`config.mk`:
```
export PLATFORM = sky130hd
export DESIGN_NAME = fault_alarm_filter
export DESIGN_NICKNAME = d
export VERILOG_FILES = /design/src/rtl/fault_alarm_filter.sv
export SDC_FILE = /design/constraint.sdc
export NUM_CORES = 1
export LEC_CHECK = 0
export BUFFER_PORTS_ARGS = -buffer_cell sky130_fd_sc_hd__buf_4
export CAP_MARGIN = 5
export CORE_MARGIN = 2
export CORE_UTILIZATION = 32
export CTS_CLUSTER_DIAMETER = 80
export DETAILED_ROUTE_END_ITERATION = 10
export SYNTH_ARGS = -nofsm -noshare
export SYNTH_HDL_FRONTEND = slang
export SYNTH_SLANG_ARGS = --single-unit
```
`constraint.sdc`:
```
create_clock -name clk -period 1.8 [get_ports clk]
set_clock_uncertainty 0.2 [all_clocks]
set_input_delay 0.18 -clock clk [delete_from_list [all_inputs] [get_ports clk]]
set_output_delay 0.18 -clock clk [all_outputs]
set_load 0.01 [all_outputs]
```
`src/rtl/fault_alarm_filter.sv`:
```
module fault_alarm_filter #(
  parameter int QUEUE_DEPTH = 4,
  parameter int CFG_W       = 8,
  parameter int QEN_BIT     = 4
) (
  input  logic             clk,
  input  logic             rst_n,
  input  logic             conv_valid,
  input  logic             over_fault,
  input  logic             crit_fault,
  input  logic [CFG_W-1:0] cfg,
  input  logic             int_mode,
  input  logic             shutdown,
  input  logic             reg_read,
  output logic             over_flag,
  output logic             crit_flag,
  output logic             int_o,
  output logic             crit_alarm_o
);
  localparam int CW = $clog2(QUEUE_DEPTH + 1);

  logic [CW-1:0] thr;
  logic [CW-1:0] cnt [2];
  logic [1:0]    fault_in, qual_next, flag;
  logic          step, int_r, crit_r;

  assign thr      = cfg[QEN_BIT] ? CW'(QUEUE_DEPTH) : CW'(1);
  assign fault_in = {crit_fault, over_fault};
  assign step     = conv_valid & ~shutdown;

  for (genvar ch = 0; ch < 2; ch++) begin : g_chan
    assign qual_next[ch] = fault_in[ch] && (cnt[ch] >= thr - CW'(1));

    always_ff @(posedge clk or negedge rst_n) begin
      if (!rst_n) begin
        cnt[ch]  <= '0;
        flag[ch] <= 1'b0;
      end else if (step) begin
        if (fault_in[ch]) cnt[ch] <= (cnt[ch] >= thr) ? thr : cnt[ch] + CW'(1);
        else              cnt[ch] <= '0;
        flag[ch] <= qual_next[ch];
      end
    end

    p_no_wrap_r6: assert property (@(posedge clk) disable iff (!rst_n)
      cnt[ch] <= CW'(QUEUE_DEPTH));
    p_pass_clears_r4: assert property (@(posedge clk) disable iff (!rst_n)
      step && !fault_in[ch] |=> !flag[ch] && cnt[ch] == '0);
    p_run_needed_r3: assert property (@(posedge clk) disable iff (!rst_n)
      $rose(flag[ch]) && $stable(cfg) |-> cnt[ch] == thr);
    p_frozen_r9: assert property (@(posedge clk) disable iff (!rst_n)
      shutdown |=> $stable(cnt[ch]) && $stable(flag[ch]));
  end

  always_ff @(posedge clk or negedge rst_n) begin
    if (!rst_n) begin
      int_r  <= 1'b0;
      crit_r <= 1'b0;
    end else if (shutdown) begin
      int_r  <= 1'b0;
      crit_r <= 1'b0;
    end else begin
      if (conv_valid) crit_r <= qual_next[1];
      if (int_mode) begin
        if (conv_valid && qual_next[0] && !flag[0]) int_r <= 1'b1;
        else if (reg_read)                          int_r <= 1'b0;
      end else if (conv_valid) begin
        int_r <= qual_next[0];
      end
    end
  end

  assign over_flag    = flag[0];
  assign crit_flag    = flag[1];
  assign int_o        = int_r;
  assign crit_alarm_o = crit_r;

  p_shutdown_quiet_r9: assert property (@(posedge clk) disable iff (!rst_n)
    shutdown |=> !int_o && !crit_alarm_o);
  p_comp_tracks_r7: assert property (@(posedge clk) disable iff (!rst_n)
    !int_mode && step |=> int_o == over_flag);
  p_read_clears_r8: assert property (@(posedge clk) disable iff (!rst_n)
    int_mode && reg_read && !conv_valid && !shutdown |=> !int_o);
  p_crit_tracks_r5: assert property (@(posedge clk) disable iff (!rst_n)
    step |=> crit_alarm_o == crit_flag);
  p_idle_hold_r10: assert property (@(posedge clk) disable iff (!rst_n)
    !conv_valid |=> $stable(over_flag) && $stable(crit_flag));
endmodule

```
# ---- Word-level counts from Yosys, hierarchy flattened
# Cells that the tools add are included.
dict set report word_totals {
  inputBits 16
  ff_bits 10
  output_inout_bits 4
}
dict set report op_classes {
  reduce_logical 8
  n_addsub 3
  n_lt_le_gt_ge 4
  eq_ne 1
  mux 12
  bitwise_logic 2
}
# cell count
set ops {}
lappend ops {{2-to-1 mux 3 bit} 5}
lappend ops {{>= comparator 3 bit} 4}
lappend ops {{2-to-1 mux 1 bit} 7}
lappend ops {{adder 3 x 1 -> 3 bit (second input constant)} 2}
lappend ops {{logical AND 1 bit} 4}
lappend ops {{inequality test 4 x 1 -> 1 bit (second input constant)} 1}
lappend ops {{nonzero test 3 bit} 1}
lappend ops {{subtractor 3 x 1 -> 3 bit (second input constant)} 1}
lappend ops {{AND reduction 2 bit} 1}
lappend ops {{nonzero test 2 bit} 1}
lappend ops {{AND 1 bit} 1}
lappend ops {{logical NOT 1 bit} 1}
lappend ops {{NOT 1 bit} 1}

# ---- Depth between registers and ports, before layout
# Gate-level depths: netlist of the first run.
dict set report depth {
  ltp_word 9
  mapped_depth 5
  ltp_nobuf 5
}

# ---- Worst setup path after synthesis of the first run
# OpenSTA, ideal clock, no wires.
dict set report synth_path {
  kind {register to register}
  startpoint {register cnt[0] (netlist name)}
  endpoint {register cnt[2] (netlist name)}
  period_less_slack_ns 1.846
  stages_incl_launch_ff 6
  path_slack_ns -0.046
  setup_time_ns 0.065
  t_arrival_ns 1.581
  cell_sequence {dfrtp_1 > inv_1 > ha_1 > or3b_4 > a2111oi_2 > a2111o_1}
}
dict set report synth_via {
  elab_chain_cells 3
  word_cells_on_any_way 4
}
# element line_no
set synth_lines {}
lappend synth_lines {{from (decl)} 23} ;# logic [CW-1:0] cnt [2];
lappend synth_lines {{from (signal, indexed assignment)} 39} ;# if (fault_in[ch]) cnt[ch] <= (cnt[ch] >= thr) ? thr : cnt[ch] + CW'(1);
lappend synth_lines {{adder 3 x 1 -> 3 bit or >= comparator 3 bit (tied branches)} 39}
lappend synth_lines {{2-to-1 mux 3 bit (*) (2 in a row)} 39}
# Mark *: on every way between the ends. The rest lies on a longest branch, timed or not.
# A chain may end at the register's enable or synchronous reset.

# ---- Worst setup path after layout of the first run
# Ends and elaborated chain as after synthesis.

==> results.ini, run 1 <==
[outcome]
run_status = finished with violations
violations = negative setup slack

[power]
vdd_drop_max_mv = 0.518
leakagePower_nw = 0.543
power.share.switching = 0.394
combPwrFrac = 0.588
p_clk_frac = 0.158
intPower_uw = 830
seqPwrFrac = 0.254
p_total_mw = 1.37
power.density_nw_per_um2 = 1160
switchingPower_uw = 539

[clock_network]
clock_sinks = 10
cts.clk_slew.worst_paths_ns = 0.08
insertion_delay_ns = 0.27
clockBufferDepth = 2
htree_levels = 1
cts_buffers = 3
cts_tree = built
clockRootBuffer = clkbuf_4

[setup_path]
end_kind = register
r2r_slack_ns = -0.009
critical_path.max_fanout = 3
critPathLaunch = cnt[0]$_DFFE_PN0P_
worstSetupStartpointType = register
cpMaxStageDelayCell = or3b_4
reg2regPathDepth = 5
crit_family = compound AO/OA/AOI/OAI gates
cp.arrival_ns = 1.82
required_ns = 1.81
cp.depth = 5
path_cells = inv_2 -> ha_4 -> or3b_4 -> a2111oi_4 -> a2111o_1
r2r_start = cnt[0]$_DFFE_PN0P_
cp-endpoint = cnt[2]$_DFFE_PN0P_
critPathMaxStageDelay_ns = 0.41
critPathBufInv = 1
rr_endpoint = cnt[2]$_DFFE_PN0P_
crit_type = register to register

[drt]
drt-wirelength-per-cell_um = 14.8
wl_um = 2180
ant_nets = 0
drtIter0Drc = 10
via_per_inst = 5.29
drc = 0
via_count = 777
first_pass_iters = 4

[global_route]
grt_pass1_wl_um = 3440
met3_usage = 0.0167
grt_max_degree = 11
track_usage = 0.163
met2_usage = 0.303
grt_antenna_before_repair = 0
grt_pass1_vias = 751
grt-busiest-layer = met2
grt.met1_usage = 0.195
grt_overflow_total = 0

[yosys]
ys_async_sr_fraction = 1.00
yosysSeqAreaShare = 0.313
yosysTopAreaCell = dfrtp_1
synth_ff_type = dfrtp_1
synth.distinct_cells = 35
synthCells = 85
ys_warn_count = 0
synth_edf_count = 0
synth_top_cell_area_share = 0.313
synth_area_leaders = dfrtp_1 (31%), ha_1 (16%), nand2_1 (6.6%)
synth_fp_nets = 111
synth-seq-cells = 10
avgSynthCellArea_um2 = 9.42
syn_area_um2 = 801

[floorplanning]
coreArea_um2 = 2430
die_w_um = 54.0
start_util = 0.329
dieArea_um2 = 2920
die_h_um = 54.0
fp-row-count = 18
num_io_pins = 20

[placement]
port-buffer-count = 12
place_congestion = 0.866
pre_cts_slack_ns = -0.178
placed_area_um2 = 1040
dp_cells = 140
hpwl_um = 1610

[sta]
period_share = 1.00
finalHoldViolCount = 0
fmax_mhz = 553
tns_ns = -0.0160
slew_headroom = 0.585
finalCriticalPeriod_ns = 1.81
slew_violations = 0
rsz0062_at_grt = yes
setup-violations-final = 2
holdWs_ns = 0.00789
worst_slack_ns = -0.00881
worst_pin_slew_ns = 0.621

[layout]
antenna_cells = 0
syn_to_final_growth_pct = 46.9
nets = 144
fin_area_um2 = 1180
fin_util = 0.484
stdcell_count = 147
drive_gt1_frac = 0.444

[flow_run]
cap_violations = 0

[worst_hold_path]
hold_path_depth = 3
hold_path.class = primary input to register

==> state kept, by name (all words and copies together), names as in the netlist <==
| register | cells |
|---|---|
| cnt | 6 |
| crit_alarm_o | 1 |
| crit_flag | 1 |
| int_o | 1 |
| over_flag | 1 |
==> power groups by stage <==
stage          registers (mW)  logic (mW)  clock network [mW]
3_3_place_gp            0.343       0.636                   0
4_1_cts                 0.345       0.750               0.219
3_5_place_dp            0.349       0.664                   0
2_1_floorplan           0.366       0.342                   0
6_report                0.347       0.805               0.216
5_1_grt                 0.356       0.887               0.236
==> worst register-to-register path, cell delays in order, from the launching register on <==
cell	delay, ns
dfrtp_1	0.40
inv_2	0.09
ha_4	0.21
or3b_4	0.41
a2111oi_4	0.31
a2111o_1	0.14
==> cells by family (layout without fill, tap and decap cells) <==
family | Yosys count | count (layout) | synth area share
buffers and inverters | 8 | 40 | 0.0484
adders and majority gates | 10 | 10 | 0.156
AOI/OAI and AO/OA | 16 | 16 | 0.170
muxes | 1 | 1 | 0.0125
and+or+nand+nor | 40 | 40 | 0.300
DFF | 10 | 10 | 0.313
==> placed cells by master (no fill, tap or decap), types with 2 or more instances in the layout <==
master     instances
nor2_1             3
a2111oi_4          2
nor2b_1            2
nand4b_1           2
clkbuf_4           3
and4b_2            2
nand2_1           14
dfrtp_1           10
ha_1               7
inv_2              2
ha_4               2
o21ai_0            4
nand3_1            5
inv_1              4
buf_4             29
==> cell usage after synthesis, types with 2 or more instances <==
| cell type | number |
|---|---|
| nand3_1 | 6 |
| o21ai_0 | 4 |
| nand2_1 | 14 |
| nor2_1 | 3 |
| nand4b_1 | 2 |
| dfrtp_1 | 10 |
| a2111oi_2 | 2 |
| ha_1 | 10 |
| and4b_2 | 2 |
| nor2b_1 | 2 |
| inv_1 | 6 |
==> routing by layer <==
metal  wire (um)  vias up
met4          38        0
met5           0        -
met2        1130       20
met3          69        4
li1            -      383
met1         941      370
==> area by class of cell <==
cell class                      count  area, um^2
Fill cell                         229        1260
Multi-Input combinational cell     67         602
Sequential cell                    10         250
Timing Repair Buffer               30         228
Tap cell                           30        37.5
Clock buffer                        4        36.3
Inverter                            6        22.5
==> how the worst min path moves through the flow <==
stage | start | end | slack [ns]
global route | crit_fault | cnt[1]$_DFFE_PN0P_ | 0.002
CTS | crit_fault | cnt[1]$_DFFE_PN0P_ | 0.002
detailed placement | rst_n | cnt[1]$_DFFE_PN0P_ | -0.18
global placement | rst_n | cnt[2]$_DFFE_PN0P_ | -0.18
floorplan | rst_n | cnt[0]$_DFFE_PN0P_ | -0.32
finish | crit_fault | cnt[1]$_DFFE_PN0P_ | 0.008
==> timing repair <==
action,4_1_cts,5_1_grt
pin swaps,8,8
hold buffers,1,0
endpoints found under the hold margin,10,0
setup endpoints to repair,2,7
resized for setup,5,6
buffers inserted,2,0
No activity file was read; power rests on OpenSTA's default activity.
==> inputs of run 2 (changes only) <==
- SETUP_SLACK_MARGIN: unset -> 0.4
==> results.ini, run 2 (same netlist as run 1, synthesis figures left out) <==
[global_route]
grt_max_degree = 11  ; unchanged
grt_pass1_vias = 807  ; +7.5%
grt_pass1_wl_um = 3460  ; +0.38%
grt_overflow_total = 0  ; unchanged
grt_antenna_before_repair = 0  ; unchanged
track_usage = 0.168  ; +0.00527

[placement]
port-buffer-count = 12  ; unchanged
place_congestion = 0.806  ; -7.0%
hpwl_um = 1550  ; -3.6%
placed_area_um2 = 1080  ; +4.5%
dp_cells = 139  ; -0.71%
pre_cts_slack_ns = -0.176  ; +0.00196 ns

[layout]
final_cell_mix = buf_4 (26), nand2_1 (13), dfrtp_1 (9), ha_1 (7), nand3_1 (6)
regMostFlops = cnt
syn_to_final_growth_pct = 50.5
nets = 143  ; -0.69%
stdcell_count = 146  ; -0.68%
antenna_cells = 0  ; unchanged
largest_reg_flops = 6  ; unchanged
drive_gt1_frac = 0.466  ; +0.0211
fin_util = 0.495  ; +0.0118
nFillCells = 250  ; +9.2%
fin_area_um2 = 1200  ; +2.4%
layout_commonest_cell = buf_4

[sta]
finalCriticalPeriod_ns = 1.81  ; +0.00470 ns
holdWs_ns = 0.0105  ; +0.00262 ns
fmax_mhz = 551  ; -0.26%
slew_violations = 0  ; unchanged
setup-violations-final = 1  ; -1
period_share = 1.01  ; +0.00261
rsz0062_at_grt = yes
finalHoldViolCount = 0  ; unchanged
worst_pin_slew_ns = 0.339  ; -0.282 ns
slew_headroom = 0.774  ; +0.188
worst_slack_ns = -0.0135  ; -0.00470 ns
tns_ns = -0.0135  ; +0.00251 ns

[setup_path]
cpMaxStageDelayCell = or4b_4
worstSetupStartpointType = register
crit_type = register to register
path_cells = inv_2 -> ha_4 -> or4b_4 -> a211o_1 -> nand3_1
critPathMaxStageDelay_ns = 0.49  ; +0.08 ns
critical_path.max_fanout = 3  ; unchanged
r2r_slack_ns = -0.01  ; about the same
cp.arrival_ns = 1.81  ; about the same
required_ns = 1.80  ; about the same
end_kind = register

[clock_network]
clock_sinks = 10  ; unchanged
clockBufferDepth = 2  ; unchanged
cts.clk_slew.worst_paths_ns = 0.07  ; about the same
cts_tree = built
cts_buffers = 3  ; unchanged
clockRootBuffer = clkbuf_4
insertion_delay_ns = 0.27  ; about the same
htree_levels = 1  ; unchanged

[drt]
drc = 0  ; unchanged
first_pass_iters = 2  ; -2
drt-wirelength-per-cell_um = 13.8  ; -6.5%
wl_um = 2020  ; -7.2%
drtIter0Drc = 4  ; -6
via_count = 749  ; -3.6%
via_per_inst = 5.13  ; -2.9%
ant_nets = 0  ; unchanged

[power]
combPwrFrac = 0.608  ; +0.020
leakagePower_nw = 0.546  ; +0.45%
intPower_uw = 865  ; +4.2%
power.share.switching = 0.391  ; -0.00240
p_total_mw = 1.42  ; +3.7%
p_clk_frac = 0.141  ; -0.017
vdd_drop_max_mv = 0.645  ; +24%
power.density_nw_per_um2 = 1180  ; +1.3%
switchingPower_uw = 556  ; +3.1%
seqPwrFrac = 0.250  ; -0.004

[floorplanning]
start_util = 0.329  ; unchanged
coreArea_um2 = 2430  ; unchanged
fp-row-count = 18  ; unchanged
dieArea_um2 = 2920  ; unchanged
die_h_um = 54.0  ; unchanged
die_w_um = 54.0  ; unchanged
num_io_pins = 20  ; unchanged

[flow_run]
cap_violations = 0  ; unchanged

[outcome]
violations = negative setup slack
run_status = finished with violations

[worst_hold_path]
hold_path.class = primary input to register

==> run 2: cell types whose count changed in the layout (fill, tap and decap cells not counted), moves of 2 or more <==
cell | before | now
buf_4 | 29 | 26
o21ai_0 | 4 | 0
o21ai_2 | 0 | 2
o21ai_1 | 1 | 3
==> run 2: final timing paths <==
path / to / cells past startpoint / startpoint
worst max-delay path: cnt[5]$_DFFE_PN0P_ / 5 / cnt[3]$_DFFE_PN0P_
worst min-delay path: int_o$_DFFE_PN0P_ / 3 / over_fault
worst max register to register: cnt[5]$_DFFE_PN0P_ / 5 / cnt[3]$_DFFE_PN0P_
worst min register to register: crit_alarm_o$_DFFE_PN0P_ / 2 / crit_alarm_o$_DFFE_PN0P_
max in group asynchronous: cnt[1]$_DFFE_PN0P_ / 2 / rst_n
min in group asynchronous: cnt[2]$_DFFE_PN0P_ / 2 / rst_n
==> run 2: metal layers <==
layer,vias to the layer above,GRT usage,share of wire
met5,-,0,0
met4,0,0.0333,0.010
met3,2,0.0639,0.045
met2,13,0.291,0.51
met1,356,0.199,0.43
li1,378,-,-
==> run 2: layout make-up <==
type                            instances  area [um^2]  share of cell area
Multi-Input combinational cell         67          631               0.523
Timing Repair Buffer                   29          226               0.188
Tap cell                               30         37.5              0.0312
Inverter                                6         22.5              0.0187
Clock buffer                            4         36.3              0.0301
Sequential cell                        10          251               0.209
==> run 2: timing repair <==
item,in CTS,in global routing
gates resized for setup,11,6
hold buffers,2,0
cloned,0,0
buffers inserted,1,0
hold endpoints to repair,11,0
setup endpoints to repair,10,10
pin swaps,8,7
==> run 2: power by group through the flow <==
stage,clock [mW],combinational [mW],sequential [mW]
2_1_floorplan,0,0.407,0.374
3_3_place_gp,0,0.693,0.354
3_5_place_dp,0,0.716,0.358
4_1_cts,0.207,0.789,0.355
5_1_grt,0.222,0.959,0.362
6_report,0.201,0.864,0.356
==> run 2: critical path: cells and delay by family, from the launching register on <==
family / cells / cell delay, ns
simple gates: 2 / 0.57
flops: 1 / 0.41
fa+ha+maj: 1 / 0.19
compound gates: 1 / 0.28
buf+inv: 1 / 0.09
==> inputs of run 3 (changes only) <==
- CTS_CLUSTER_DIAMETER: 80 -> 30
- SKIP_CTS_REPAIR_TIMING: unset -> 1
==> results.ini, run 3 (same netlist as run 1, synthesis figures left out) <==
[global_route]
grt_pass1_wl_um = 3310  ; -4.4%
grt_overflow_total = 0  ; unchanged
grt_max_degree = 11  ; unchanged
grt_antenna_before_repair = 0  ; unchanged
track_usage = 0.159  ; -0.00980
grt_pass1_vias = 775  ; -4.0%

[layout]
nets = 141  ; -1.4%
layout_commonest_cell = buf_4
drive_gt1_frac = 0.474  ; +0.00817
syn_to_final_growth_pct = 49.5
final_cell_mix = buf_4 (25), nand2_1 (13), dfrtp_1 (9), nand3_1 (6), ha_1 (6)
largest_reg_flops = 6  ; unchanged
nFillCells = 244  ; -2.4%
regMostFlops = cnt
antenna_cells = 0  ; unchanged

[drt]
drc = 0  ; unchanged
first_pass_iters = 3  ; +1
wl_um = 1980  ; -2.0%
ant_nets = 0  ; unchanged
drt-wirelength-per-cell_um = 13.8  ; -0.67%
via_per_inst = 5.13  ; -0.10%
drtIter0Drc = 4  ; unchanged
via_count = 738  ; -1.5%

[setup_path]
cp.depth = 5  ; unchanged
critPathMaxStageDelay_ns = 0.43  ; -0.06 ns
crit_family = compound AO/OA/AOI/OAI gates
path_cells = inv_2 -> ha_4 -> or3b_4 -> a2111oi_4 -> a2111o_1
crit_type = register to register
critPathBufInv = 1  ; unchanged
cpMaxStageDelayCell = or3b_4
required_ns = 1.81  ; about the same
cp.arrival_ns = 1.83  ; +0.02 ns
worstSetupStartpointType = register
reg2regPathDepth = 5  ; unchanged
critical_path.max_fanout = 3  ; unchanged
end_kind = register

[placement]
hpwl_um = 1550  ; unchanged
port-buffer-count = 12  ; unchanged
place_congestion = 0.806  ; unchanged

[sta]
worst_pin_slew_ns = 0.441  ; +0.102 ns
fmax_mhz = 550  ; -0.26%
rsz0062_at_grt = yes
holdWs_ns = 0.00254  ; -0.00798 ns
worst_slack_ns = -0.0183  ; -0.00481 ns
tns_ns = -0.0287  ; -0.0152 ns
finalCriticalPeriod_ns = 1.82  ; +0.00481 ns
finalHoldViolCount = 0  ; unchanged
period_share = 1.01  ; +0.00267
slew_headroom = 0.706  ; -0.0679
slew_violations = 0  ; unchanged
setup-violations-final = 2  ; +1

[worst_hold_path]
hold_path_depth = 3  ; unchanged
hold_path.class = primary input to register

[floorplanning]
die_h_um = 54.0  ; unchanged
num_io_pins = 20  ; unchanged
dieArea_um2 = 2920  ; unchanged
fp-row-count = 18  ; unchanged
coreArea_um2 = 2430  ; unchanged
die_w_um = 54.0  ; unchanged
start_util = 0.329  ; unchanged

[clock_network]
clockBufferDepth = 2  ; unchanged
cts_buffers = 3  ; unchanged
cts.clk_slew.worst_paths_ns = 0.07  ; about the same
insertion_delay_ns = 0.27  ; about the same
clockRootBuffer = clkbuf_4
clock_sinks = 10  ; unchanged
htree_levels = 1  ; unchanged
cts_tree = built

[power]
leakagePower_nw = 0.530  ; -2.9%
vdd_drop_max_mv = 0.644  ; -0.14%
power.density_nw_per_um2 = 1160  ; -1.6%

[flow_run]
cap_violations = 0  ; unchanged

[outcome]
run_status = finished with violations
violations = negative setup slack

[run 3: area by class of cell]
| cell class | count | area [um^2] | share of cell area |
|---|---|---|---|
| inverters | 6 | 22.5 | 0.0188 |
| well taps | 30 | 37.5 | 0.0313 |
| multi-input cells | 67 | 641 | 0.535 |
| flip-flops and latches | 10 | 251 | 0.210 |
| repair buffers | 27 | 209 | 0.175 |
| clock buffers | 4 | 36.3 | 0.0303 |
[run 3: path summary, 6_finish.rpt]
| kind | start | endpoint | slack, ns |
|---|---|---|---|
| setup reg to reg | cnt[0]$_DFFE_PN0P_ | cnt[2]$_DFFE_PN0P_ | -0.02 |
| min in group asynchronous | rst_n | cnt[2]$_DFFE_PN0P_ | 0.07 |
| max in group asynchronous | rst_n | cnt[1]$_DFFE_PN0P_ | 1.17 |
| hold reg to reg | crit_alarm_o$_DFFE_PN0P_ | crit_alarm_o$_DFFE_PN0P_ | 0.27 |
| hold / removal | over_fault | over_flag$_DFFE_PN0P_ | 0.003 |
| setup / recovery | cnt[0]$_DFFE_PN0P_ | cnt[2]$_DFFE_PN0P_ | -0.02 |
[run 3: power breakdown]
| group | switching [mW] | leakage [nW] | internal (mW) |
|---|---|---|---|
| clock | 0.0785 | 0.0210 | 0.123 |
| combinational | 0.397 | 0.379 | 0.430 |
| sequential | 0.0644 | 0.130 | 0.296 |
| total | 0.540 | 0.530 | 0.849 |
[run 3: tightest hold or removal path, cell delays in order]
cell	delay (ns)
buf_4	0.14
nand2_1	0.05
o21ai_1	0.06
[run 3: metal layers]
metal	wire length (um)	global-route usage
met1	888	0.190
met4	0	0.0167
met3	85	0.0611
met5	0	0
met2	1010	0.276
[run 3: through the flow]
| step | power, mW | cells | instance area, um^2 | util | setup slack (ns) |
|---|---|---|---|---|---|
| final | 1.39 | 144 | 1200 | 0.492 | -0.0183 |
| after global routing | 1.51 | 144 | 1200 | 0.492 | -0.0746 |
| after CTS | 1.28 | 143 | 1120 | 0.460 | -0.0332 |
| after detailed placement | 1.07 | 139 | 1080 | 0.445 | -0.176 |
| after global placement | 1.05 | 139 | 1080 | 0.445 | -0.145 |
| after floorplan | 0.782 | 85 | 867 | - | 0.0436 |
